--- config.mk ---
export PLATFORM = sky130hd
export DESIGN_NAME = dma_agen
export DESIGN_NICKNAME = d
export VERILOG_FILES = /design/src/rtl/dma_agen_pkg.sv /design/src/rtl/dma_agen_cnt.sv /design/src/rtl/dma_agen_page.sv /design/src/rtl/dma_agen_compose.sv /design/src/rtl/dma_agen.sv
export SDC_FILE = /design/constraint.sdc
export NUM_CORES = 1
export LEC_CHECK = 0
export BUFFER_PORTS_ARGS = -buffer_cell sky130_fd_sc_hd__buf_2
export CAP_MARGIN = 0
export CORE_UTILIZATION = 30
export DETAILED_ROUTE_END_ITERATION = 7
export PLACE_DENSITY_LB_ADDON = 0.12
export SYNTH_ARGS = -nofsm -noshare
export SYNTH_HDL_FRONTEND = slang
export SYNTH_HIERARCHICAL = 1
export SYNTH_SLANG_ARGS = --single-unit
--- constraint.sdc ---
create_clock -name clk_i -period 7.4 [get_ports clk_i]
set_input_delay 1.48 -clock clk_i [delete_from_list [all_inputs] [get_ports clk_i]]
set_output_delay 1.48 -clock clk_i [all_outputs]
set_load 0.02 [all_outputs]
--- src/rtl/dma_agen_pkg.sv ---
package dma_agen_pkg;
  typedef struct packed {
    logic word;
    logic auto_init;
  } xfer_mode_t;
endpackage

--- src/rtl/dma_agen_cnt.sv ---
module dma_agen_cnt #(
  parameter int CNT_W = 16
) (
  input  logic             clk_i,
  input  logic             rst_ni,
  input  logic             load_i,
  input  logic [CNT_W-1:0] base_addr_i,
  input  logic [CNT_W-1:0] base_cnt_i,
  input  logic             step_i,
  input  logic             reload_i,
  output logic [CNT_W-1:0] addr_o,
  output logic [CNT_W-1:0] cnt_o,
  output logic             last_o,
  output logic             wrap_o
);
  logic [CNT_W-1:0] base_addr_q, base_cnt_q, addr_q, cnt_q;

  always_ff @(posedge clk_i or negedge rst_ni) begin
    if (!rst_ni) begin
      base_addr_q <= '0;
      base_cnt_q  <= '0;
      addr_q      <= '0;
      cnt_q       <= '0;
    end else if (load_i) begin
      base_addr_q <= base_addr_i;
      base_cnt_q  <= base_cnt_i;
      addr_q      <= base_addr_i;
      cnt_q       <= base_cnt_i;
    end else if (step_i) begin
      if (reload_i) begin
        addr_q <= base_addr_q;
        cnt_q  <= base_cnt_q;
      end else begin
        addr_q <= addr_q + 1'b1;
        cnt_q  <= cnt_q - 1'b1;
      end
    end
  end

  assign addr_o = addr_q;
  assign cnt_o  = cnt_q;
  assign last_o = (cnt_q == '0);
  assign wrap_o = &addr_q;
endmodule

--- src/rtl/dma_agen_page.sv ---
module dma_agen_page #(
  parameter int PAGE_W   = 8,
  parameter int HIPAGE_W = 8
) (
  input  logic                clk_i,
  input  logic                rst_ni,
  input  logic                page_wr_i,
  input  logic [PAGE_W-1:0]   page_i,
  input  logic                hipage_wr_i,
  input  logic [HIPAGE_W-1:0] hipage_i,
  input  logic                carry_i,
  input  logic                word_i,
  output logic [PAGE_W-1:0]   page_o,
  output logic [HIPAGE_W-1:0] hipage_o,
  output logic                carry_en_o
);
  localparam int UP_W = PAGE_W + HIPAGE_W;

  logic [PAGE_W-1:0]   page_q;
  logic [HIPAGE_W-1:0] hipage_q;
  logic                carry_en_q;
  logic [UP_W-1:0]     byte_inc;
  logic [UP_W-2:0]     word_inc;
  logic [UP_W-1:0]     up_nxt;

  assign byte_inc = {hipage_q, page_q} + 1'b1;
  assign word_inc = {hipage_q, page_q[PAGE_W-1:1]} + 1'b1;

  // word channels carry into page bit 1; bit 0 is kept as written
  always_comb begin
    if (word_i) up_nxt = {word_inc, page_q[0]};
    else        up_nxt = byte_inc;
  end

  always_ff @(posedge clk_i or negedge rst_ni) begin
    if (!rst_ni) begin
      page_q     <= '0;
      hipage_q   <= '0;
      carry_en_q <= 1'b0;
    end else begin
      if (carry_i && !page_wr_i && !hipage_wr_i) begin
        hipage_q <= up_nxt[UP_W-1:PAGE_W];
        page_q   <= up_nxt[PAGE_W-1:0];
      end else begin
        if (page_wr_i)   page_q   <= page_i;
        if (hipage_wr_i) hipage_q <= hipage_i;
      end
      if (hipage_wr_i)    carry_en_q <= 1'b1;
      else if (page_wr_i) carry_en_q <= 1'b0;
    end
  end

  assign page_o     = page_q;
  assign hipage_o   = hipage_q;
  assign carry_en_o = carry_en_q;
endmodule

--- src/rtl/dma_agen_compose.sv ---
module dma_agen_compose #(
  parameter int CNT_W    = 16,
  parameter int PAGE_W   = 8,
  parameter int HIPAGE_W = 8,
  localparam int BUS_W   = CNT_W + PAGE_W + HIPAGE_W
) (
  input  logic                word_i,
  input  logic [CNT_W-1:0]    addr_i,
  input  logic [PAGE_W-1:0]   page_i,
  input  logic [HIPAGE_W-1:0] hipage_i,
  output logic [BUS_W-1:0]    bus_addr_o
);
  always_comb begin
    if (word_i) bus_addr_o = {hipage_i, page_i[PAGE_W-1:1], addr_i, 1'b0};
    else        bus_addr_o = {hipage_i, page_i, addr_i};
  end
endmodule

--- src/rtl/dma_agen.sv ---
module dma_agen
  import dma_agen_pkg::*;
#(
  parameter int CNT_W    = 16,
  parameter int PAGE_W   = 8,
  parameter int HIPAGE_W = 8,
  localparam int BUS_W   = CNT_W + PAGE_W + HIPAGE_W
) (
  input  logic                clk_i,
  input  logic                rst_ni,
  input  logic                base_wr_i,
  input  logic [CNT_W-1:0]    base_addr_i,
  input  logic [CNT_W-1:0]    base_cnt_i,
  input  logic                mode_wr_i,
  input  logic                word_i,
  input  logic                auto_init_i,
  input  logic                page_wr_i,
  input  logic [PAGE_W-1:0]   page_i,
  input  logic                hipage_wr_i,
  input  logic [HIPAGE_W-1:0] hipage_i,
  input  logic                mask_set_i,
  input  logic                mask_clr_i,
  input  logic                xfer_i,
  output logic [BUS_W-1:0]    bus_addr_o,
  output logic [CNT_W-1:0]    count_o,
  output logic                tc_o,
  output logic                masked_o
);
  xfer_mode_t       mode_q;
  logic             mask_q, tc_q;
  logic             accept, tc_hit, reload, carry;
  logic             last, wrap, carry_en;
  logic [CNT_W-1:0] addr;
  logic [PAGE_W-1:0]   page;
  logic [HIPAGE_W-1:0] hipage;

  assign accept = xfer_i & ~mask_q & ~base_wr_i;
  assign tc_hit = accept & last;
  assign reload = tc_hit & mode_q.auto_init;
  assign carry  = accept & wrap & carry_en & ~reload;

  always_ff @(posedge clk_i or negedge rst_ni) begin
    if (!rst_ni) begin
      mode_q <= '0;
      mask_q <= 1'b1;
      tc_q   <= 1'b0;
    end else begin
      if (mode_wr_i) begin
        mode_q.word      <= word_i;
        mode_q.auto_init <= auto_init_i;
      end
      if (mask_set_i || (tc_hit && !mode_q.auto_init)) mask_q <= 1'b1;
      else if (mask_clr_i)                             mask_q <= 1'b0;
      tc_q <= tc_hit;
    end
  end

  dma_agen_cnt #(.CNT_W(CNT_W)) i_cnt (
    .clk_i       (clk_i),
    .rst_ni      (rst_ni),
    .load_i      (base_wr_i),
    .base_addr_i (base_addr_i),
    .base_cnt_i  (base_cnt_i),
    .step_i      (accept),
    .reload_i    (reload),
    .addr_o      (addr),
    .cnt_o       (count_o),
    .last_o      (last),
    .wrap_o      (wrap)
  );

  dma_agen_page #(.PAGE_W(PAGE_W), .HIPAGE_W(HIPAGE_W)) i_page (
    .clk_i       (clk_i),
    .rst_ni      (rst_ni),
    .page_wr_i   (page_wr_i),
    .page_i      (page_i),
    .hipage_wr_i (hipage_wr_i),
    .hipage_i    (hipage_i),
    .carry_i     (carry),
    .word_i      (mode_q.word),
    .page_o      (page),
    .hipage_o    (hipage),
    .carry_en_o  (carry_en)
  );

  dma_agen_compose #(.CNT_W(CNT_W), .PAGE_W(PAGE_W), .HIPAGE_W(HIPAGE_W)) i_compose (
    .word_i     (mode_q.word),
    .addr_i     (addr),
    .page_i     (page),
    .hipage_i   (hipage),
    .bus_addr_o (bus_addr_o)
  );

  assign tc_o     = tc_q;
  assign masked_o = mask_q;
endmodule

==> results.md, run 1 <==
* Outcome: complete, no violations
* CTS tree: yes
* Die W at 131 um
* Post-detail-place hpwl at 9320 um
* Synthesized instance count at 548
* Starting Density at 0.312
* Seq cells post-synth at 85
* WHS at 0.480 ns
* Clk root buf: clkbuf_16
* Input/output buffers at 108
* Layout Area Growth over Synthesis at 17.8%
* Vias in the first global route at 4400
* Hold WC Path Type: flip-flop to flip-flop
* Routed vias/inst at 5.11
* Post-Place Worst Slack at 2.46 ns
* ANT nets after route at 0
* Comb pwr share at 0.191
* Fin crit period at 4.50 ns
* Slew @ Worst Pin at 0.989 ns
* Vias at 4323
* Slew Limit Fails at 0
* Register share of total power at 0.437
* Most frequent cells in the layout: 106 x buf_2, 84 x dfrtp_1, 56 x nand2_1, 47 x inv_1, 46 x o21ai_0
* Yosys warnings at 6
* WP data required at 7.63 ns
* # Post-CTS Setup Buffers at 0
* Hold Fails Final Rpt at 0
* Worst Skew at 0.00541 ns
* Die area at 17300 um2
* Final setup viols at 0
* N_diodes at 0
* CTS Buffer Depth at 2
* Max-slew headroom at 0.340
* Core Region at 16100 um2
* Avg Synthesized Cell Area at 9.16 um2
* GRT Util Overall at 0.168
* Largest net degree at the start of global routing at 106
* Post-Syn Nets at 612
* Global-route wire length before repair at 23200 um
* Share of layout cells above drive strength 1 at 0.263
* H-tree depth at 3
* Clock transition at the registers of the reported paths at 0.06 ns
* Leak at 2.66 nW
* Nets at 689
* NetSw at 0.390 mW
* CTS buffer count at 9
* Critical path arrival at 4.72 ns
* Max-capacitance violation count at 0
* Type of origin of the critical path: primary input
* Initial antenna violation count at 0
* Sequential fraction of the synthesis area at 0.424
* Overflow left after global routing at 0
* Drt drc at 0
* Switch share at 0.303
* GP Congestion at 0.803
* Crit. End Element: flip-flop
* Post-Route WL at 13800 um
* CTS Hold Buffers Added at 0
* Crit path max fanout at 105
* Distinct cells, synth at 63
* Fmax at 222 MHz
* Die height at 131 um
* RSZ-0062 raised after global routing: false
* CTS resizes at 0
* Setup TNS at 0 ns
* Post-route clock period utilization at 0.608
* Pint at 0.900 mW
* Top FF cell, synth: dfrtp_1
* P per Cell Area at 218 nW/um2
* Drt pass-1 iters at 4
* Post-DR wirelength/cell at 16.4 um
* Clock share of power at 0.372
* Post-Syn Area at 5020 um2
* Fin worst setup slack at 2.90 ns
* Number of placement rows at 46
* Number of DRC markers in iteration 0 at 281
* I/O pin count at 109
* Most common cell after layout, fill and taps aside: buf_2
* Share of synthesized registers carrying an async set or reset at 1.00
* Clk_lat worst skew at 0.34 ns
* EDFF count, synth at 0
* Clk sinks at 85
* Critical path class: primary input to flip-flop
* VDD IR max at 0.000104 V
[sequential cells by signal (all words and copies together) (netlist names)]
name / count
masked_o: 1
i_page/carry_en_o: 1
mode_q: 2
i_cnt/addr_o: 16
i_cnt/base_addr_q: 16
i_page/page_o: 8
i_page/hipage_o: 8
tc_o: 1
i_cnt/cnt_o: 16
i_cnt/base_cnt_q: 16
[worst max-delay path, cell delays in order]
cell	delay, ns
buf_4	0.38
nor3b_4	0.29
buf_4	0.48
and3_2	0.81
nor2_1	0.15
nand2_1	0.61
nor3_1	0.09
or3b_1	0.38
[stage by stage]
step	std cells	power, mW	area (um2)	utilization
floorplan	548	0.738	5020	-
global placement	830	0.816	5610	0.348
detailed placement	830	0.821	5610	0.348
CTS	846	1.31	5920	0.367
global route	846	1.36	5920	0.367
finish	846	1.29	5920	0.367
[worst paths after layout]
kind	start	endpoint	slack [ns]	depth (start not counted)
setup reg to reg	i_cnt/cnt_o[0]	i_cnt/addr_o[15]	3.31	10
setup / recovery	base_wr_i	i_cnt/addr_o[15]	2.90	8
hold / removal	i_page/carry_en_o	i_page/carry_en_o	0.48	1
hold reg to reg	i_page/carry_en_o	i_page/carry_en_o	0.48	1
max in group asynchronous	rst_ni	i_page/page_o[6]	5.28	2
min in group asynchronous	rst_ni	i_cnt/base_cnt_q[3]	1.12	1
[synth_stat cells (4+ instances only)]
master,number,share of area
o211ai_1,7,0.010
dfrtp_1,84,0.42
nand3_1,13,0.013
nand2b_1,4,0.0050
nor2_1,28,0.021
nand2_1,56,0.042
a311oi_1,4,0.0070
inv_1,47,0.035
xnor2_1,13,0.023
buf_2,4,0.0040
nand4_1,9,0.011
o21ai_0,46,0.046
a311o_1,8,0.016
mux2_4,9,0.027
buf_4,15,0.022
xor2_1,10,0.017
a22oi_1,7,0.010
nor4_1,8,0.010
ha_1,5,0.012
nor3_1,12,0.012
and3_1,15,0.019
o221ai_1,15,0.026
mux2_2,10,0.022
mux2i_1,4,0.0080
buf_1,4,0.0030
clkbuf_1,20,0.015
a21oi_1,28,0.028
[cell families after synthesis]
logic type	share of synthesized area
AO/OA/AOI/OAI	0.185
adder cells (fa/ha/maj)	0.0125
AND/OR/NAND/NOR	0.196
buffers and inverters	0.0857
XOR/XNOR	0.0401
flip-flops	0.424
multiplexers	0.0573
[final cells by class]
cell class	count	area, um2
multi-input combinational	371	2460
timing repair buffer	111	568
fill	1719	10200
inverter	47	176
clock inverter	4	45.0
sequential	85	2130
tap	216	270
clock buffer	12	267
[power by group through the flow]
stage,clock [mW],combinational (mW),sequential [mW]
2_1_floorplan,0,0.171,0.567
3_3_place_gp,0,0.245,0.571
3_5_place_dp,0,0.249,0.573
4_1_cts,0.497,0.250,0.564
5_1_grt,0.515,0.275,0.572
6_report,0.480,0.246,0.564
[layer usage]
metal | share of wire | GRT usage | vias to the layer above | wire length (um)
li1 | - | - | 2112 | -
met1 | 0.49 | 0.233 | 2077 | 6780
met2 | 0.45 | 0.261 | 118 | 6260
met3 | 0.041 | 0.0255 | 16 | 565
met4 | 0.016 | 0.0685 | 0 | 225
met5 | 0 | 0 | - | 0
Power figures use the tool's default switching activity.
==> run 2, diff against run 1 <==
ABC_AREA = 1   (was unset)
clock period = 3.8 ns   (was 7.4 ns; I/O delays follow)
==> run 2 against run 1 <==
Design area rose by 9.0%. Clock-buffer cell count fell by 1. Critical path depth rose by 6. Setup slack got worse by 2.0 ns. Critical path type is now flip-flop to flip-flop. Clock power rose by 130%. Synthesized cell count rose by 41%. Critical endpoint is now i_page/page_o[2]. Register-to-register slack got worse by 2.4 ns. Non-clock buffer count rose by 2.
==> results.md, run 2 <==
* M1 WL at 7640 um (+13%)
* CTS buffer count at 9 (unchanged)
* Initial antenna violation count at 2 (+2)
* Crit path max-delay family: simple AND/OR/NAND/NOR gates
* Setup TNS at 0 ns (unchanged)
* Clock transition at the registers of the reported paths at 0.07 ns (about the same)
* Most numerous cell in the Yosys netlist: nand2_1
* Share of synthesized registers carrying an async set or reset at 1.00 (unchanged)
* Design Area, Final at 6450 um2 (+9.0%)
* Fin crit period at 2.93 ns
* GP Congestion at 0.864 (+7.6%)
* WP data required at 4.07 ns (-3.56 ns)
* Most common cell after layout, fill and taps aside: nand2_1
* Worst Path Buf+Inv at 3 (+1)
* CTS resizes at 0 (unchanged)
* Leak at 3.32 nW (+25%)
* Type of origin of the critical path: flip-flop
* Most frequent CP cell: inv_1
* Placed Area at 6090 um2 (+8.6%)
* Met2 WL at 7210 um (+15%)
* Global-route wire length before repair at 26000 um (+12%)
* Share of layout cells above drive strength 1 at 0.226 (-0.0374)
* Layout Area Growth over Synthesis at 16.3%
* Top FF cell, synth: dfrtp_1
* Clk_lat worst skew at 0.35 ns (about the same)
* Seq cells post-synth at 85 (unchanged)
* RSZ-0062 raised after global routing: false
* Vias at 5113 (+18%)
* Register share of total power at 0.401 (-0.036)
* Worst path max stage delay at 0.57 ns (-0.24 ns)
* Distinct cells, synth at 47 (-25%)
* CP cell instances: inv_2 > ha_1 > inv_1 > nor2_4 > nand3_2 > nor4_1 > nand4_1 > nand2_1 > inv_1 > nand2_4 > nor2_8 > nor2_1 > o21ai_1 > o211ai_1
* Largest area contributor in the netlist: dfrtp_1
* Drt drc at 0 (unchanged)
* VDD IR max at 0.000270 V (+160%)
* Reg2reg start: i_cnt/cnt_o[0]
* CTS tree: yes
* Routed vias/inst at 4.70 (-8.0%)
* Most frequent cells after synthesis: 245 x nand2_1, 84 x dfrtp_1, 70 x inv_1
* Comb pwr share at 0.202 (+0.011)
* Post-Syn Area at 5550 um2 (+10%)
* Max-slew headroom at 0.423 (+0.0823)
* Core Region at 18000 um2 (+12%)
* Final setup viols at 0 (unchanged)
* NetSw at 0.856 mW (+120%)
* Sequential fraction of the synthesis area at 0.384 (-0.0402)
* Clk root buf: clkbuf_16
* P per Cell Area at 428 nW/um2 (+97%)
* Post-Route WL at 15800 um (+14%)
* Hold Fails Final Rpt at 0 (unchanged)
* I/O pin count at 109 (unchanged)
* Input/output buffers at 108 (unchanged)
* DR top layer: met5
* Max-capacitance violation count at 0 (unchanged)
* CTS Buffer Depth at 2 (unchanged)
* Post-route clock period utilization at 0.771
* Nets at 918 (+33%)
* Fmax at 341 MHz
* Post-Syn Nets at 836 (+37%)
* Die area at 19000 um2 (+10%)
* Number of DRC markers in iteration 0 at 278 (-1.1%)
* Die height at 138 um (+5.0%)
* Overflow left after global routing at 0 (unchanged)
* Worst Skew at 0.0109 ns (+0.00551 ns)
* EDFF count, synth at 0 (unchanged)
* Top post-synthesis cells by area: dfrtp_1 38%, nand2_1 17%, nand3_1 5.6%
* Clock share of power at 0.397 (+0.025)
* Post-DR wirelength/cell at 14.5 um (-11%)
* Worst path slowest cell: nor4_1
* Crit path max fanout at 18 (-83%)
* Crit. End Element: flip-flop
* Yosys top cell area share at 0.379 (-0.0397)
* Fill cells at 1969 (+15%)
* Synthesized instance count at 772 (+41%)
* Clk sinks at 85 (unchanged)
* Number of placement rows at 49 (+6.5%)
* Post-detail-place hpwl at 11500 um (+23%)
* Pint at 1.91 mW (+110%)
* Largest net degree at the start of global routing at 50 (-53%)
* Total Power at 2.76 mW (+110%)
* Critical path class: flip-flop to flip-flop
* Avg Synthesized Cell Area at 7.19 um2 (-22%)
* # Post-CTS Setup Buffers at 0 (unchanged)
* GRT Util Overall at 0.170 (+0.00249)
* Reg2reg end: i_page/page_o[2]
* H-tree depth at 3 (unchanged)
* Switch share at 0.310 (+0.00690)
* Drt pass-1 iters at 7 (+3)
* Critical path arrival at 3.20 ns (-1.52 ns)
* Most frequent cells in the layout: 245 x nand2_1, 107 x buf_2, 84 x dfrtp_1, 70 x inv_1, 62 x nand3_1
* R2R setup slack at 0.87 ns (-2.44 ns)
* Slew Limit Fails at 0 (unchanged)
* Starting Density at 0.308 (-0.00379)
* Hold WC Path Type: primary input to async pin
* Yosys warnings at 6 (unchanged)
* Routed met3 length at 677 um (+20%)
* R2R cell count at 14 (+4)
* Die W at 138 um (+5.0%)
* Outcome: complete, no violations
* CTS Hold Buffers Added at 0 (unchanged)
* Slew @ Worst Pin at 0.866 ns (-0.123 ns)
* ANT nets after route at 0 (unchanged)
* Vias in the first global route at 4945 (+12%)
## run 2: changes by cell type in the layout (fill, tap and decap cells not counted), sizes merged, moves of 8 or more
cell | before | now
o21ai | 46 | 54
a311o | 8 | 0
nor2 | 28 | 73
a21oi | 28 | 45
nor3 | 13 | 4
xnor2 | 13 | 2
o221ai | 15 | 6
and3 | 17 | 0
nand2 | 56 | 267
inv | 47 | 84
nor4 | 11 | 2
nand3 | 15 | 65
mux2 | 19 | 1
## run 2: logic make-up (layout without fill, tap and decap cells)
kind of cell,after synthesis,after routing,share of synthesized area
flip-flops,85,85,0.384
buffers and inverters,126,212,0.119
AND/OR/NAND/NOR,425,425,0.349
adder cells (fa/ha/maj),5,5,0.0113
other,0,1,0
XOR/XNOR,5,5,0.00789
AO/OA/AOI/OAI,125,125,0.128
multiplexers,1,1,0.00203
## run 2: how the worst max path moves through the flow
stage,start,endpoint,slack [ns],cells after the start
6_report,i_cnt/cnt_o[0],i_page/page_o[2],0.87,14
5_1_grt,i_cnt/cnt_o[0],i_page/page_o[3],0.60,14
4_1_cts,i_cnt/cnt_o[0],i_page/page_o[2],0.84,14
3_5_place_dp,i_cnt/cnt_o[0],i_page/page_o[2],0.86,14
3_3_place_gp,i_cnt/cnt_o[0],i_page/page_o[2],1.04,14
2_1_floorplan,i_cnt/cnt_o[0],i_cnt/addr_o[5],1.35,13
## run 2: power by group through the flow
| stage | clock [mW] | sequential [mW] | combinational (mW) |
|---|---|---|---|
| floorplan | 0 | 1.11 | 0.401 |
| global placement | 0 | 1.13 | 0.565 |
| detailed placement | 0 | 1.13 | 0.565 |
| CTS | 1.13 | 1.11 | 0.567 |
| global route | 1.16 | 1.13 | 0.633 |
| finish | 1.10 | 1.11 | 0.558 |
## run 2: metal layers
layer  vias up  GRT usage
met2       100      0.276
met5         -          0
met1      2354      0.226
met3        18     0.0398
met4         2     0.0509
li1       2639          -
## run 2: final cells by class
class	instances	area, um2	area share
flip-flops and latches	85	2130	0.330
diodes	1	2.50	0.000388
clock inverters	4	120	0.0186
clock buffers	11	243	0.0376
repair buffers	113	581	0.0900
multi-input cells	561	2760	0.428
well taps	229	287	0.0444
inverters	84	330	0.0512
## run 2: per-stage QoR
stage	hold WS, ns	util	worst slack (ns)	instances
CTS	0.447	0.358	0.839	1087
global placement	0.451	0.338	1.04	1072
finish	0.427	0.358	0.869	1088
global route	0.482	0.358	0.602	1087
detailed placement	0.454	0.338	0.863	1072
floorplan	0.437	-	1.35	772
==> run 3, diff against run 2 <==
clock period = 2.8 ns   (was 3.8 ns; I/O delays follow)
==> run 3 against run 2 <==
Register-to-register slack worse by 0.62 ns. Wire length is 2.0% higher. Die area stayed put. Utilization is 0.20 points higher. Global-route usage grew 0.29 points.
==> results.md, run 3 (same netlist as run 2, synthesis figures left out) <==
* Switch share at 0.343 (+0.0331)
* Clk sinks at 85 (unchanged)
* Nets at 928 (+1.1%)
* Slew Limit Fails at 0 (unchanged)
* Fmax at 392 MHz (+15%)
* Pint at 2.27 mW (+19%)
* Share of layout cells above drive strength 1 at 0.237 (+0.0109)
* Comb pwr share at 0.229 (+0.027)
* NetSw at 1.18 mW (+38%)
* Post-DR wirelength/cell at 14.6 um (+1.0%)
* Number of placement rows at 49 (unchanged)
* Leak at 3.35 nW (+0.94%)
* Fin crit period at 2.55 ns (-0.384 ns)
* CTS buffer count at 9 (unchanged)
* P per Cell Area at 532 nW/um2 (+24%)
* Most frequent CP cell: nand2_1
* Final setup viols at 0 (unchanged)
* Clock share of power at 0.339 (-0.058)
* Input/output buffers at 108 (unchanged)
* Die W at 138 um (unchanged)
* Vias at 5211 (+1.9%)
* Die height at 138 um (unchanged)
* Hold Fails Final Rpt at 0 (unchanged)
* Post-Route WL at 16100 um (+2.0%)
* CP cell instances: ha_1 > nand2_1 > inv_1 > nand2_1 > nor2_2 > nand2_2 > nor4_4 > nand2_1 > nor2_1 > nand2_1 > inv_1 > nand2_4 > nor2_8 > buf_4 > nand3_1 > o21ai_0 > a21oi_1
* Initial antenna violation count at 1 (-1)
* Worst Path Buf+Inv at 3 (unchanged)
* Fill cells at 1976 (+0.36%)
* H-tree depth at 3 (unchanged)
* Vias in the first global route at 5067 (+2.5%)
* Starting Density at 0.308 (unchanged)
* GRT Util Overall at 0.173 (+0.00286)
* Clock transition at the registers of the reported paths at 0.07 ns (about the same)
* Worst path slowest cell: dfrtp_1
* Worst path max stage delay at 0.44 ns (-0.13 ns)
* CTS Buffer Depth at 2 (unchanged)
* Crit path max fanout at 10 (-8)
* Drt drc at 0 (unchanged)
* Critical path class: flip-flop to flip-flop
* Most common cell after layout, fill and taps aside: nand2_1
* Clk root buf: clkbuf_16
* Worst Skew at 0.0100 ns (-0.000874 ns)
* Post-route clock period utilization at 0.910 (+0.139)
* Most frequent cells in the layout: 245 x nand2_1, 107 x buf_2, 84 x dfrtp_1, 70 x inv_1, 62 x nand3_1
* Layout Area Growth over Synthesis at 16.9%
* WHS at 0.149 ns (-0.278 ns)
* CTS tree: yes
* Post-detail-place hpwl at 11700 um (+1.9%)
* Crit. End Element: flip-flop
* Slew @ Worst Pin at 0.841 ns (-0.0248 ns)
* Critical path arrival at 2.77 ns (-0.43 ns)
* Hold WC Path Type: primary input to async pin
* VDD IR max at 0.000266 V (-1.4%)
* Max-slew headroom at 0.439 (+0.0165)
* Die area at 19000 um2 (unchanged)
* Overflow left after global routing at 0 (unchanged)
* Global-route wire length before repair at 26700 um (+2.7%)
* Clk_lat worst skew at 0.34 ns (about the same)
* WP data required at 3.02 ns (-1.05 ns)
* Largest net degree at the start of global routing at 57 (+14%)
* Max-capacitance violation count at 0 (unchanged)
* Type of origin of the critical path: flip-flop
* Number of DRC markers in iteration 0 at 360 (+29%)
* ANT nets after route at 0 (unchanged)
* Total Power at 3.45 mW (+25%)
* Routed vias/inst at 4.74 (+0.90%)
* Core Region at 18000 um2 (unchanged)
* GP Congestion at 0.840 (-2.8%)
* Outcome: complete, no violations
* Drt pass-1 iters at 5 (-2)
* Register share of total power at 0.431 (+0.030)
* I/O pin count at 109 (unchanged)
* Crit path max-delay family: simple AND/OR/NAND/NOR gates
run 3: layer usage:
layer	up-vias	global-route usage	wire, um
li1	2660	-	-
met1	2416	0.235	7510
met2	120	0.281	7590
met3	13	0.0367	823
met4	2	0.0428	163
met5	-	0	8
run 3: area by class of cell:
| type | instances | area (um2) | share of cell area |
|---|---|---|---|
| well taps | 229 | 287 | 0.0442 |
| flip-flops and latches | 85 | 2130 | 0.328 |
| clock inverters | 5 | 35.0 | 0.00540 |
| multi-input cells | 561 | 2770 | 0.427 |
| inverters | 84 | 333 | 0.0513 |
| clock buffers | 11 | 253 | 0.0390 |
| diodes | 1 | 2.50 | 0.000386 |
| repair buffers | 123 | 681 | 0.105 |
run 3: per-stage QoR:
| step | area, um2 | std cells | TNS, ns | setup slack [ns] | utilization |
|---|---|---|---|---|---|
| 6_report | 6490 | 1099 | 0 | 0.252 | 0.360 |
| 5_1_grt | 6490 | 1098 | -0.0379 | -0.0235 | 0.360 |
| 4_1_cts | 6440 | 1094 | 0 | 0.0982 | 0.358 |
| 3_5_place_dp | 6160 | 1078 | 0 | 0.127 | 0.342 |
| 3_3_place_gp | 6160 | 1078 | 0 | 0.183 | 0.342 |
| 2_1_floorplan | 5550 | 772 | 0 | 0.351 | - |
run 3: worst paths after layout:
check	endpoint	slack (ns)	from	cells past startpoint
max	i_page/page_o[3]	0.25	i_cnt/addr_o[0]	17
min	i_cnt/cnt_o[9]	0.15	rst_ni	1
max reg2reg	i_page/page_o[3]	0.25	i_cnt/addr_o[0]	17
min reg2reg	i_cnt/base_cnt_q[2]	0.47	i_cnt/base_cnt_q[2]	2
max in group asynchronous	masked_o	1.93	rst_ni	2
min in group clk_i	masked_o	0.41	mask_set_i	3
run 3: repair_timing:
item | CTS | global route
setup buffers | 0 | 4
resized for setup | 0 | 3
hold endpoints to repair | 0 | 0
hold buffers | 0 | 0
endpoints found under the setup margin | 0 | 13
run 3: power by group through the flow:
stage	Sequential (mW)	Clock (mW)	Combinational, mW
6_report	1.49	1.17	0.793
5_1_grt	1.51	1.25	0.896
4_1_cts	1.49	1.22	0.805
3_5_place_dp	1.51	0	0.802
3_3_place_gp	1.51	0	0.804
2_1_floorplan	1.50	0	0.544
